**src/rtl/msi_pkg.sv**
```systemverilog
package msi_pkg;
  typedef enum logic [1:0] {ST_I = 2'd0, ST_S = 2'd1, ST_M = 2'd2} msi_t;
  typedef enum logic [1:0] {
    CMD_NONE = 2'd0, CMD_RD = 2'd1, CMD_RDX = 2'd2, CMD_WB = 2'd3
  } bcmd_t;

  function automatic logic cpu_hits(msi_t s, logic we);
    return we ? (s == ST_M) : (s != ST_I);
  endfunction

  function automatic bcmd_t fill_cmd(logic we);
    return we ? CMD_RDX : CMD_RD;
  endfunction

  function automatic msi_t fill_state(logic we);
    return we ? ST_M : ST_S;
  endfunction

  function automatic msi_t snoop_next(msi_t s, bcmd_t c);
    if (c == CMD_RDX) return ST_I;
    if (c == CMD_RD && s == ST_M) return ST_S;
    return s;
  endfunction

  function automatic logic snoop_supplies(msi_t s, bcmd_t c);
    return (s == ST_M) && (c == CMD_RD || c == CMD_RDX);
  endfunction
endpackage

```
**src/rtl/msi_line_array.sv**
```systemverilog
module msi_line_array
  import msi_pkg::*;
#(
  parameter int LINES  = 8,
  parameter int TAG_W  = 5,
  parameter int DATA_W = 8,
  localparam int IDX_W = $clog2(LINES)
) (
  input  logic              clk,
  input  logic              rst_n,
  input  logic [IDX_W-1:0]  a_idx,
  output msi_t              a_st,
  output logic [TAG_W-1:0]  a_tag,
  output logic [DATA_W-1:0] a_data,
  input  logic [IDX_W-1:0]  b_idx,
  output msi_t              b_st,
  output logic [TAG_W-1:0]  b_tag,
  output logic [DATA_W-1:0] b_data,
  input  logic              w_en,
  input  logic [IDX_W-1:0]  w_idx,
  input  msi_t              w_st,
  input  logic              w_tag_en,
  input  logic [TAG_W-1:0]  w_tag,
  input  logic              w_data_en,
  input  logic [DATA_W-1:0] w_data
);
  msi_t              st_v   [LINES];
  logic [TAG_W-1:0]  tag_v  [LINES];
  logic [DATA_W-1:0] data_v [LINES];

  for (genvar i = 0; i < LINES; i++) begin : g_line
    msi_t              st_q;
    logic [TAG_W-1:0]  tag_q;
    logic [DATA_W-1:0] data_q;
    wire sel = w_en && (w_idx == IDX_W'(i));
    always_ff @(posedge clk or negedge rst_n) begin
      if (!rst_n) begin
        st_q   <= ST_I;
        tag_q  <= '0;
        data_q <= '0;
      end else if (sel) begin
        st_q <= w_st;
        if (w_tag_en)  tag_q  <= w_tag;
        if (w_data_en) data_q <= w_data;
      end
    end
    assign st_v[i]   = st_q;
    assign tag_v[i]  = tag_q;
    assign data_v[i] = data_q;
  end

  assign a_st   = st_v[a_idx];
  assign a_tag  = tag_v[a_idx];
  assign a_data = data_v[a_idx];
  assign b_st   = st_v[b_idx];
  assign b_tag  = tag_v[b_idx];
  assign b_data = data_v[b_idx];
endmodule

```
**src/rtl/msi_snoop_unit.sv**
```systemverilog
module msi_snoop_unit
  import msi_pkg::*;
#(
  parameter int TAG_W  = 5,
  parameter int DATA_W = 8
) (
  input  logic              snp_valid,
  input  bcmd_t             snp_cmd,
  input  logic [TAG_W-1:0]  snp_tag,
  input  msi_t              line_st,
  input  logic [TAG_W-1:0]  line_tag,
  input  logic [DATA_W-1:0] line_data,
  output logic              upd,
  output msi_t              nxt_st,
  output logic              flush,
  output logic [DATA_W-1:0] flush_data
);
  logic hit;
  assign hit        = snp_valid && (line_st != ST_I) && (line_tag == snp_tag);
  assign nxt_st     = snoop_next(line_st, snp_cmd);
  assign upd        = hit && (nxt_st != line_st);
  assign flush      = hit && snoop_supplies(line_st, snp_cmd);
  assign flush_data = line_data;
endmodule

```
**src/rtl/msi_miss_unit.sv**
```systemverilog
module msi_miss_unit
  import msi_pkg::*;
#(
  parameter int IDX_W  = 3,
  parameter int TAG_W  = 5,
  parameter int DATA_W = 8,
  localparam int ADDR_W = IDX_W + TAG_W
) (
  input  logic              cpu_req,
  input  logic              cpu_we,
  input  logic [IDX_W-1:0]  cpu_idx,
  input  logic [TAG_W-1:0]  cpu_tag,
  input  logic              snp_valid,
  input  msi_t              line_st,
  input  logic [TAG_W-1:0]  line_tag,
  input  logic [DATA_W-1:0] line_data,
  output logic              hit,
  output logic              victim_wb,
  output logic              need_bus,
  output bcmd_t             cmd,
  output logic [ADDR_W-1:0] addr,
  output logic [DATA_W-1:0] wdata
);
  logic same_tag;
  assign same_tag  = (line_st != ST_I) && (line_tag == cpu_tag);
  assign hit       = same_tag && cpu_hits(line_st, cpu_we);
  assign victim_wb = (line_st == ST_M) && (line_tag != cpu_tag);
  assign need_bus  = cpu_req && !hit && !snp_valid;
  assign cmd       = victim_wb ? CMD_WB : fill_cmd(cpu_we);
  assign addr      = victim_wb ? {line_tag, cpu_idx} : {cpu_tag, cpu_idx};
  assign wdata     = line_data;
endmodule

```
**src/rtl/msi_snoop_ctrl.sv**
```systemverilog
module msi_snoop_ctrl
  import msi_pkg::*;
#(
  parameter int ADDR_W = 8,
  parameter int DATA_W = 8,
  parameter int LINES  = 8
) (
  input  logic              clk,
  input  logic              rst_n,
  input  logic              cpu_req,
  input  logic              cpu_we,
  input  logic [ADDR_W-1:0] cpu_addr,
  input  logic [DATA_W-1:0] cpu_wdata,
  output logic              cpu_ready,
  output logic [DATA_W-1:0] cpu_rdata,
  output logic              bus_req,
  output logic [1:0]        bus_cmd,
  output logic [ADDR_W-1:0] bus_addr,
  output logic [DATA_W-1:0] bus_wdata,
  input  logic              bus_gnt,
  input  logic [DATA_W-1:0] bus_rdata,
  input  logic              snp_valid,
  input  logic [1:0]        snp_cmd,
  input  logic [ADDR_W-1:0] snp_addr,
  output logic              snp_flush,
  output logic [DATA_W-1:0] snp_data
);
  localparam int IDX_W = $clog2(LINES);
  localparam int TAG_W = ADDR_W - IDX_W;

  wire [IDX_W-1:0] cpu_idx = cpu_addr[IDX_W-1:0];
  wire [TAG_W-1:0] cpu_tag = cpu_addr[ADDR_W-1:IDX_W];
  wire [IDX_W-1:0] snp_idx = snp_addr[IDX_W-1:0];
  wire [TAG_W-1:0] snp_tag = snp_addr[ADDR_W-1:IDX_W];

  msi_t              cpu_st, snp_st, snp_nxt, w_st;
  logic [TAG_W-1:0]  cpu_ltag, snp_ltag, w_tag;
  logic [DATA_W-1:0] cpu_ldata, snp_ldata, w_data;
  logic              w_en, w_tag_en, w_data_en;
  logic [IDX_W-1:0]  w_idx;
  logic              cpu_hit, victim_wb, snp_upd;
  bcmd_t             req_cmd;

  msi_line_array #(.LINES(LINES), .TAG_W(TAG_W), .DATA_W(DATA_W)) i_array (
    .clk(clk), .rst_n(rst_n),
    .a_idx(cpu_idx), .a_st(cpu_st), .a_tag(cpu_ltag), .a_data(cpu_ldata),
    .b_idx(snp_idx), .b_st(snp_st), .b_tag(snp_ltag), .b_data(snp_ldata),
    .w_en(w_en), .w_idx(w_idx), .w_st(w_st), .w_tag_en(w_tag_en),
    .w_tag(w_tag), .w_data_en(w_data_en), .w_data(w_data)
  );

  msi_snoop_unit #(.TAG_W(TAG_W), .DATA_W(DATA_W)) i_snoop (
    .snp_valid(snp_valid), .snp_cmd(bcmd_t'(snp_cmd)), .snp_tag(snp_tag),
    .line_st(snp_st), .line_tag(snp_ltag), .line_data(snp_ldata),
    .upd(snp_upd), .nxt_st(snp_nxt), .flush(snp_flush), .flush_data(snp_data)
  );

  msi_miss_unit #(.IDX_W(IDX_W), .TAG_W(TAG_W), .DATA_W(DATA_W)) i_miss (
    .cpu_req(cpu_req), .cpu_we(cpu_we), .cpu_idx(cpu_idx), .cpu_tag(cpu_tag),
    .snp_valid(snp_valid), .line_st(cpu_st), .line_tag(cpu_ltag),
    .line_data(cpu_ldata), .hit(cpu_hit), .victim_wb(victim_wb),
    .need_bus(bus_req), .cmd(req_cmd), .addr(bus_addr), .wdata(bus_wdata)
  );

  // Named events for the checker
  wire bus_done  = bus_req && bus_gnt;
  wire cpu_store = cpu_ready && cpu_we;

  assign bus_cmd   = req_cmd;
  assign cpu_ready = cpu_req && cpu_hit && !snp_valid;
  assign cpu_rdata = cpu_ldata;

  // Single write port: snoop update, bus completion and store are exclusive
  always_comb begin
    w_en      = 1'b0;
    w_idx     = cpu_idx;
    w_st      = cpu_st;
    w_tag_en  = 1'b0;
    w_tag     = cpu_tag;
    w_data_en = 1'b0;
    w_data    = cpu_wdata;
    if (snp_upd) begin
      w_en  = 1'b1;
      w_idx = snp_idx;
      w_st  = snp_nxt;
    end else if (bus_done) begin
      w_en = 1'b1;
      if (victim_wb) begin
        w_st = ST_I;
      end else begin
        w_st      = fill_state(cpu_we);
        w_tag_en  = 1'b1;
        w_data_en = 1'b1;
        w_data    = bus_rdata;
      end
    end else if (cpu_store) begin
      w_en      = 1'b1;
      w_data_en = 1'b1;
    end
  end
endmodule

```
**config.mk**
```make
export PLATFORM = sky130hd
export DESIGN_NAME = msi_snoop_ctrl
export DESIGN_NICKNAME = d
export VERILOG_FILES = /design/src/rtl/msi_pkg.sv /design/src/rtl/msi_line_array.sv /design/src/rtl/msi_snoop_unit.sv /design/src/rtl/msi_miss_unit.sv /design/src/rtl/msi_snoop_ctrl.sv
export SDC_FILE = /design/constraint.sdc
export NUM_CORES = 1
export LEC_CHECK = 0
export BUFFER_PORTS_ARGS = -buffer_cell sky130_fd_sc_hd__buf_2
export CAP_MARGIN = 15
export CORE_MARGIN = 5
export CORE_UTILIZATION = 60
export CTS_CLUSTER_DIAMETER = 100
export DETAILED_ROUTE_END_ITERATION = 12
export HOLD_SLACK_MARGIN = 0.06
export PLACE_DENSITY = 0.81
export SLEW_MARGIN = 0
export SYNTH_ARGS = -nofsm -noshare
export SYNTH_HDL_FRONTEND = slang
export SYNTH_HIERARCHICAL = 1
export SYNTH_SLANG_ARGS = --single-unit
```
**constraint.sdc**
```tcl
create_clock -name clk -period 5.2 [get_ports clk]
set_input_delay 1.04 -clock clk [delete_from_list [all_inputs] [get_ports clk]]
set_output_delay 1.04 -clock clk [all_outputs]
set_load 0.02 [all_outputs]
```
==> results.sh <==
export IMPL_cp_common_cell="mux2_2"
export IMPL_power_frac_seq_pct=39.6
export IMPL_cp_cell_sequence="buf_2 > buf_12 > mux4_2 > mux2_2 > xor2_1 > nor4_4 > a311oi_1 > a21oi_1 > nand2_1 > nand3b_1 > nor2_2 > mux2_2"
export IMPL_combPwrFrac_pct=13.0
export IMPL_finalMaxSlewViolations=0
export IMPL_ff2ff_setup_slack_ps=1230
export IMPL_hold_class="input port to asynchronous set/reset pin"
export IMPL_drt_total_wl_um=16900
export IMPL_synth_edf_count=0
export IMPL_slowest_stage="mux4_2"
export IMPL_fin_crit_sh_pct=89.2
export IMPL_cp_required_ps=5500
export IMPL_root_buffer="clkbuf_16"
export IMPL_path_class="input port to register"
export IMPL_place_congestion=0.832
export IMPL_cts_hold_buf=0
export IMPL_via_per_inst=6.40
export IMPL_run_status="finished, final reports clean"
export IMPL_final_common_cell="mux2_2"
export IMPL_power_density_nw_per_um2=311
export IMPL_finalCriticalPeriod_ps=4640
export IMPL_cts_tree="yes"
export IMPL_worst_skew_pair_late_latency_ps=420
export IMPL_antenna_cells=0
export IMPL_worstReg2RegEnd="i_array/g_line[2].data_q[4]$_DFFE_PN0P_"
export IMPL_cp_slowest_stage_delay_ps=540
export IMPL_fin_hold_ws_ps=464
export IMPL_drc=0
export IMPL_seq_area_um2=3000
export IMPL_final_setup_viol_count=0
export IMPL_async_flop_share_pct=100
export IMPL_die_y_um=120
export IMPL_placed_area_um2=7620
export IMPL_rsz0062_at_grt="no"
export IMPL_cap_violations=0
export IMPL_io_buffers=76
export IMPL_coreArea_um2=11900
export IMPL_maxSlewHeadroom_pct=56.9
export IMPL_critPathBufInv=2
export IMPL_synth_area_um2=7200
export IMPL_syn_nets=531
export IMPL_place_hpwl_um=11200
export IMPL_p_clk_share_pct=47.4
export IMPL_fin_nets=600
export IMPL_drt_initial_drc_count=364
export IMPL_h_tree_depth=4
export IMPL_synthToLayoutAreaGrowth_pct=15.0
export IMPL_power_switching_w=0.000626
export IMPL_ioPinCount=77
export IMPL_vias=4594
export IMPL_rr_startpoint="i_array/g_line[7].tag_q[2]$_DFFE_PN0P_"
export IMPL_p_sw_share_pct=24.3
export IMPL_synth_distinct_cells=45
export IMPL_antenna_left=0
export IMPL_seq_area_frac_synth_pct=41.7
export IMPL_clock_skew_ps=9.29
export IMPL_worst_slew_pin_slew_ps=647
export IMPL_worst_ep_arrival_time_ps=4940
export IMPL_fmax_ghz=0.216
export IMPL_clk_pin_slew_ps=60
export IMPL_syn_instance_count=489
export IMPL_rows=40
export IMPL_clockBufferDepth=2
export IMPL_hold_viol_final=0
export IMPL_cts_sinks=120
export IMPL_grt_use_total_pct=25.6
export IMPL_wl_per_cell_um=23.6
export IMPL_internal_power_w=0.00195
export IMPL_ir_drop_mv=0.295
export IMPL_syn_area_per_cell_um2=14.7
export IMPL_fin_area_um2=8270
export IMPL_ys_warn_count=6
export IMPL_cp_end_kind="register"
export IMPL_die_w_um=120
export IMPL_start_util_pct=60.7
export IMPL_die_area_um2=14300
export IMPL_post_cts_buffers=0
export IMPL_crit_family="simple AND/OR/NAND/NOR gates"
export IMPL_cp_max_fo=32
export IMPL_drive_gt1_share_pct=64.1
export IMPL_overflow=0
export IMPL_ff2ff_path_depth=10
export IMPL_antenna_found_initial=0
export IMPL_post_cts_resized=0
export IMPL_layout_common_cells="145 x mux2_2, 120 x dfrtp_1, 75 x buf_2, 60 x mux4_2, 20 x nand2_1"
export IMPL_tns_ps=0
export IMPL_grt_max_degree=85
export IMPL_ys_ff_latch=120
export IMPL_fill_cells=771
export IMPL_p_leak_nw=3.95
export IMPL_drt_pre_antenna_iters=4
export IMPL_cts_buffers=17
export IMPL_multiInputGateArea_um2=3880
export IMPL_grt_pass1_vias=5021
export IMPL_synthFlopType="dfrtp_1"
export IMPL_grt_pass1_wl_um=28000
export IMPL_start_kind="input port"
## routing by layer
layer	part of all wire (%)	vias to the layer above	GRT usage, %
met5	0	-	0
met4	1.3	0	8.09
met3	5.6	25	6.22
met2	52	135	41.7
met1	41	2438	34.3
li1	-	1996	-
## state kept, by name, summed over array words and instances (netlist names)
signal / cells
i_array/g_line.data_q: 64
i_array/g_line.st_q: 16
i_array/g_line.tag_q: 40
## cell families (layout without fill, tap and decap cells)
group / count (synthesis) / after routing / synth area share [%]
mux: 221 / 221 / 44.7
xor+xnor: 7 / 7 / 0.852
buf+inv: 51 / 133 / 4.29
flops: 120 / 120 / 41.7
simple gates: 74 / 74 / 6.57
fa+ha+maj: 2 / 2 / 0.348
compound gates: 14 / 14 / 1.50
## final cells by class
| class | instances | area share (%) |
|---|---|---|
| multi-input cells | 318 | 46.9 |
| flip-flops and latches | 120 | 36.3 |
| repair buffers | 94 | 6.65 |
| clock buffers | 22 | 5.85 |
| well taps | 147 | 2.22 |
| clock inverters | 10 | 1.71 |
| inverters | 7 | 0.318 |
## through the flow
stage	utilization [%]	power (W)	worst slack, ps	std cells
final	69.7	0.00258	562	718
after global routing	69.7	0.00268	319	718
after CTS	69.5	0.00259	628	717
after detailed placement	64.2	0.00137	216	685
after global placement	64.2	0.00135	340	685
after floorplan	-	0.00126	7.16	489
## worst max path at each step
stage,startpoint,to,cells after the start
final,cpu_addr[0],i_array/g_line[2].data_q[4]$_DFFE_PN0P_,12
after global routing,cpu_addr[0],i_array/g_line[2].data_q[3]$_DFFE_PN0P_,12
after detailed placement,cpu_addr[0],i_array/g_line[2].data_q[5]$_DFFE_PN0P_,12
after global placement,cpu_addr[0],i_array/g_line[2].data_q[5]$_DFFE_PN0P_,12
after CTS,cpu_addr[0],i_array/g_line[2].data_q[4]$_DFFE_PN0P_,12
after floorplan,cpu_addr[0],i_array/g_line[2].data_q[0]$_DFFE_PN0P_,13
## worst reg2reg max path: stages, from the launching register on
cell and delay, ps:
dfrtp_1 400, mux4_2 460, mux2_2 300, xor2_1 280, nor4_4 100, a311oi_1 530, a21oi_1 220, nand2_1 360
nand3b_1 300, nor2_2 500, mux2_2 410
## Yosys cell counts (3+ instances only)
library cell	count	share of area, %
xnor2_1	3	0.37
a21oi_1	4	0.28
nor2_2	9	0.78
mux2_2	145	23
mux2_4	14	2.9
nor2b_1	4	0.35
nand2b_1	6	0.52
inv_1	6	0.31
nand4b_1	3	0.37
nor2_1	10	0.52
buf_2	10	0.70
xor2_1	4	0.49
buf_6	4	0.63
clkbuf_1	8	0.42
nand2_1	20	1.0
buf_4	20	2.1
dfrtp_1	120	42
mux4_2	60	19
## power groups by stage
stage               Combinational [W]  Sequential (W)  Clock (W)
floorplan                    0.000241         0.00102          0
global placement             0.000321         0.00103          0
detailed placement           0.000332         0.00103          0
CTS                          0.000334         0.00102    0.00124
global route                 0.000363         0.00103    0.00129
finish                       0.000335         0.00102    0.00122
(Power assumes the default switching activity.)
